==> src/rtl/ring_station.sv <==
module ring_station #(
  parameter int STATION_ID = 2,
  parameter int ID_W       = 4,
  parameter int DW         = 36,
  parameter int MAX_BURST  = 4
) (
  input  logic          clk,
  input  logic          rst_n,
  input  logic          ring_in_vld,
  input  logic          ring_in_cmd,
  input  logic [DW-1:0] ring_in_data,
  output logic          ring_out_vld,
  output logic          ring_out_cmd,
  output logic [DW-1:0] ring_out_data,
  input  logic          tx_vld,
  input  logic          tx_cmd,
  input  logic [DW-1:0] tx_data,
  input  logic          tx_last,
  output logic          tx_rdy,
  output logic          rx_vld,
  output logic          rx_cmd,
  output logic [DW-1:0] rx_data
);

  localparam int TGT_LSB = DW - ID_W;
  localparam int DEPTH   = MAX_BURST;
  localparam int PW      = (DEPTH > 1) ? $clog2(DEPTH) : 1;
  localparam int CW      = $clog2(DEPTH + 1);
  localparam logic [ID_W-1:0] MY_ID = ID_W'(STATION_ID);

  logic          owns_data;
  logic          burst_on;
  logic [DW:0]   skid [DEPTH];
  logic [PW-1:0] rd_ptr, wr_ptr;
  logic [CW-1:0] cnt;

  wire is_mine_cmd = ring_in_vld && ring_in_cmd && (ring_in_data[DW-1:TGT_LSB] == MY_ID);
  wire capture     = ring_in_vld && (ring_in_cmd ? is_mine_cmd : owns_data);
  wire keep        = ring_in_vld && !capture;
  wire queue_empty = (cnt == '0);

  assign tx_rdy    = burst_on || (queue_empty && !keep);
  wire   tx_fire   = tx_vld && tx_rdy;
  wire   push      = keep && (tx_fire || !queue_empty);
  wire   pop       = !tx_fire && !queue_empty;

  function automatic logic [PW-1:0] bump(input logic [PW-1:0] p);
    return (p == PW'(DEPTH - 1)) ? '0 : p + 1'b1;
  endfunction

  always_ff @(posedge clk) begin
    if (!rst_n) begin
      owns_data <= 1'b0;
      burst_on  <= 1'b0;
    end else begin
      if (ring_in_vld && ring_in_cmd) owns_data <= is_mine_cmd;
      if (tx_fire) burst_on <= !tx_last;
    end
  end

  always_ff @(posedge clk) begin
    if (!rst_n) begin
      rd_ptr <= '0;
      wr_ptr <= '0;
      cnt    <= '0;
    end else begin
      if (push) wr_ptr <= bump(wr_ptr);
      if (pop)  rd_ptr <= bump(rd_ptr);
      if (push && !pop)      cnt <= cnt + 1'b1;
      else if (pop && !push) cnt <= cnt - 1'b1;
    end
  end

  always_ff @(posedge clk) begin
    if (push) skid[wr_ptr] <= {ring_in_cmd, ring_in_data};
  end

  always_ff @(posedge clk) begin
    if (!rst_n) begin
      ring_out_vld  <= 1'b0;
      ring_out_cmd  <= 1'b0;
      ring_out_data <= '0;
      rx_vld        <= 1'b0;
      rx_cmd        <= 1'b0;
      rx_data       <= '0;
    end else begin
      if (tx_fire) begin
        ring_out_vld  <= 1'b1;
        ring_out_cmd  <= tx_cmd;
        ring_out_data <= tx_data;
      end else if (!queue_empty) begin
        ring_out_vld  <= 1'b1;
        ring_out_cmd  <= skid[rd_ptr][DW];
        ring_out_data <= skid[rd_ptr][DW-1:0];
      end else begin
        ring_out_vld  <= keep;
        ring_out_cmd  <= ring_in_cmd;
        ring_out_data <= ring_in_data;
      end
      rx_vld  <= capture;
      rx_cmd  <= ring_in_cmd;
      rx_data <= ring_in_data;
    end
  end

  a_r2_forward: assert property (@(posedge clk) disable iff (!rst_n)
    (ring_in_vld && ring_in_cmd && ring_in_data[DW-1:TGT_LSB] != MY_ID && queue_empty && !tx_vld)
    |=> (ring_out_vld && ring_out_cmd && ring_out_data == $past(ring_in_data)));

  a_r3_capture_cmd: assert property (@(posedge clk) disable iff (!rst_n)
    (ring_in_vld && ring_in_cmd && ring_in_data[DW-1:TGT_LSB] == MY_ID)
    |=> (rx_vld && rx_cmd && rx_data == $past(ring_in_data)));

  a_r5_insert: assert property (@(posedge clk) disable iff (!rst_n)
    (tx_vld && tx_rdy) |=> (ring_out_vld && ring_out_data == $past(tx_data)));

  a_r6_burst_ready: assert property (@(posedge clk) disable iff (!rst_n)
    (tx_vld && tx_rdy && !tx_last) |=> tx_rdy);

  a_r8_block_drain: assert property (@(posedge clk) disable iff (!rst_n)
    !queue_empty && !burst_on |-> !tx_rdy);

  a_r9_no_overflow: assert property (@(posedge clk) disable iff (!rst_n)
    (cnt == CW'(DEPTH)) |-> (!push || pop));

  a_r9_burst_contig: assert property (@(posedge clk) disable iff (!rst_n)
    burst_on |-> tx_vld);

endmodule

==> config.mk <==
export PLATFORM = sky130hd
export DESIGN_NAME = ring_station
export DESIGN_NICKNAME = d
export VERILOG_FILES = /design/src/rtl/ring_station.sv
export SDC_FILE = /design/constraint.sdc
export NUM_CORES = 1
export LEC_CHECK = 0
export BUFFER_PORTS_ARGS = -buffer_cell sky130_fd_sc_hd__buf_2
export CORE_UTILIZATION = 60
export CTS_BUF_LIST = sky130_fd_sc_hd__clkbuf_16
export CTS_CLUSTER_DIAMETER = 120
export DETAILED_ROUTE_END_ITERATION = 10
export PLACE_DENSITY = 0.85
export SLEW_MARGIN = 10
export SYNTH_ARGS = -nofsm -noshare
export SYNTH_HDL_FRONTEND = slang
export SYNTH_SLANG_ARGS = --single-unit
==> constraint.sdc <==
create_clock -name clk -period 6.3 [get_ports clk]
set_clock_uncertainty 0.15 [all_clocks]
set_input_delay 1.26 -clock clk [delete_from_list [all_inputs] [get_ports clk]]
set_output_delay 1.26 -clock clk [all_outputs]
set_load 0.01 [all_outputs]
==> key figures <==
Clocking
  – Setup Fix Bufs, Post-CTS: 0
  – Hold_buf cts: 0
  – H-tree depth: 1
  – Clock Latency Late Sink: 0.51 ns
  – Total CTS buffers: 24
  – CTS sink cnt: 235
  – Clock Path Buffers: 3
  – CTS root buf: clkbuf_16
  – CTS tree: done
  – Clock-pin slew on the worst setup and hold paths: 0.06 ns
  – Post-cts sizing count: 0

Final layout
  – Fraction of layout cells with a size suffix above 1: 0.3783
  – Layout area overhead: 16.60%
  – # diodes: 0
  – Final nets: 788

Synth
  – Yosys top cell by area: edfxtp_1
  – Synthesized area: 8954 um^2
  – Seq cells post-synth: 235
  – Yosys synthesis warning count: 0
  – Top-area cell type share of the netlist area: 0.4964
  – Top post-synthesis cells by area: edfxtp_1 50%, dfxtp_1 19%, mux4_2 9.3%, a31oi_2 4.2%, nand2_1 3.6%
  – Sequential-to-total area share from yosys stat: 0.6909
  – Synth Instances: 554
  – Unique masters post-synth: 41
  – Syn_nets: 640
  – Syn_area_per_cell: 16.16 um^2

Placed design
  – GP Congestion: 0.7454
  – Post-detail-place hpwl: 10.38 mm
  – IO Port Bufs: 155
  – Pre-CTS setup slack: 2.468 ns

Floorplan
  – Die ar.: 15420 um^2
  – Initial Utilization: 0.6160
  – Die H: 124.2 um
  – Die width: 124.2 um
  – FP Rows: 44
  – IO Pins: 156
  – Core Region: 14530 um^2

Routing
  – Via count: 5262
  – DR vias/cell: 5.827
  – Routed Antenna Nets: 0
  – Met3 wire len: 1.128 mm
  – Post-Route M1 WL: 7.408 mm
  – Initial DRC Count: 313
  – DR top layer: met4
  – DR WL/cell: 20.36 um
  – Routed wl met2: 9.489 mm
  – Final WL: 18.38 mm
  – Pre-Repair DR Iteration Count: 5
  – # DRC: 0

Setup path
  – RR Startpoint: cnt[0]$_SDFFE_PN0P_
  – RR Endpoint: cnt[2]$_SDFFE_PN0P_
  – Crit path launch type: primary input
  – Crit-path max FO: 7
  – Arrival @ worst endpoint: 2.42 ns
  – Critical path required time: 4.89 ns
  – Worst setup path start: ring_in_data[32]
  – Critical path endpoint category: output port
  – Reg2Reg Setup Slack: 3.19 ns
  – FF-to-FF path depth: 8
  – Critical path class: primary input to output port

Global routing
  – Largest net degree at the start of global routing: 88
  – Initial antenna violation count: 0
  – Gr usage total: 0.2448
  – Vias in the first global route: 5232
  – Grt ovf: 0
  – First-pass GRT wire length: 27.77 mm

Flow run
  – Max-cap violations: 0

STA
  – Crit path time final: 3.834 ns
  – Setup WS post-layout: 2.466 ns
  – Pins Over Slew Limit: 0
  – Slew HR: 0.2213
  – RSZ-0062 raised after global routing: no
  – Final Hold Fails: 0
  – Final setup vio count: 0
  – Setup TNS: 0 ns
  – Fmax: 260.8 MHz
  – Measured slew at the worst slew-check pin: 1.164 ns
  – Fin crit share: 0.6086

Power
  – Peak VDD IR: 0.0002915 V
  – P_leak: 0.003927 uW
  – PwrDens: 428.2 nW/um^2
  – Total power: 4470 uW

Min path
  – Hold_sp: rd_ptr[1]$_SDFFE_PN0P_
  – Hold/Removal Path Class: flop to flop
  – Hold depth: 2

Run status
  – Run status: finished, final reports clean
## worst max-delay path by stage
stage | endpoint | slack, ns | depth (start not counted)
2_1_floorplan | skid[3][0]$_DFFE_PP_ | 2.82 | 4
3_3_place_gp | tx_rdy | 2.52 | 6
3_5_place_dp | tx_rdy | 2.47 | 6
4_1_cts | tx_rdy | 2.47 | 6
5_1_grt | tx_rdy | 2.40 | 6
6_report | tx_rdy | 2.47 | 6
## registers in the layout (all words and copies together) (netlist names), 2 cells and up, named ones only
| register | flops |
|---|---|
| cnt | 3 |
| rd_ptr | 2 |
| ring_out_data | 36 |
| rx_data | 36 |
| skid | 148 |
| wr_ptr | 2 |
## worst max-delay path, stage by stage
cell and delay [ns]:
buf_2 0.15, nor4b_4 0.46, a211o_2 0.24, nand2_1 0.08
nand2b_1 0.11, buf_2 0.13
## per-stage QoR
step	instances	util	hold WS [ns]	cell area, um^2
3_5_place_dp	860	0.6703	0.3175	9742
5_1_grt	903	0.7183	0.3762	10440
4_1_cts	903	0.7183	0.3430	10440
2_1_floorplan	554	-	0.3015	8954
3_3_place_gp	860	0.6703	0.3016	9742
6_report	903	0.7183	0.3390	10440
## cells by family after synthesis
kind of cell    synth area share
flops                     0.6909
simple gates             0.07742
compound gates           0.08790
buf+inv                  0.03368
mux                      0.09754
fa+ha+maj                0.01062
xor+xnor                0.001957
## cell type report
| type | count | area (um^2) |
|---|---|---|
| flip-flops and latches | 235 | 6188 |
| fillers | 913 | 4094 |
| multi-input cells | 278 | 2502 |
| repair buffers | 159 | 805.8 |
| clock buffers | 25 | 625.6 |
| well taps | 184 | 230.2 |
| clock inverters | 18 | 72.57 |
| inverters | 4 | 15.01 |
## synth_stat cells
master and number:
buf_12 3, edfxtp_1 148, a21boi_1 3, o31ai_1 36, buf_2 4, nor3_2 1, a2111oi_2 1, buf_8 5
buf_1 1, xor2_1 1, a31oi_2 30, buf_4 4, nand2b_1 1, ha_1 6, o21ai_1 1, mux2i_1 4
and2_2 1, o31ai_2 1, a211o_2 1, mux4_2 37, a31oi_1 8, nor4b_4 1, nand2_1 87, nor2b_1 2
nand3_1 1, inv_1 4, or2_1 1, dfxtp_1 87, clkbuf_1 16, clkbuf_4 2, fa_1 1, o21a_1 1
and2_1 41, buf_6 2, or3_1 3, nor2b_2 1, a21oi_2 1, nor2_1 3, a21oi_1 1, o21ai_0 1
xnor2_1 1
## power breakdown
part / internal [uW] / switching (uW) / total, uW
clock network: 710 / 551 / 1260
logic: 514 / 675 / 1190
registers: 1880 / 138 / 2020
## layer usage
| layer | up-vias | track usage |
|---|---|---|
| met3 | 36 | 0.03663 |
| li1 | 2384 | - |
| met2 | 205 | 0.4265 |
| met4 | 0 | 0.08333 |
| met5 | - | 0 |
| met1 | 2637 | 0.3144 |
## cells in the final DEF, fill, tap and decap left out, types with 2 or more instances in the layout
cell type	count
nor2b_1	2
a31oi_2	30
or3_1	2
mux2i_1	4
buf_2	155
dfxtp_1	85
nand2_1	87
edfxtp_1	148
dfxtp_2	2
inv_1	13
ha_1	6
and2_2	5
clkinv_2	4
and2_1	37
a21boi_1	3
clkbuf_16	25
buf_4	4
clkinv_1	5
nor2_1	3
o31ai_1	36
mux4_2	37
a31oi_1	8
(Power assumes the default switching activity.)
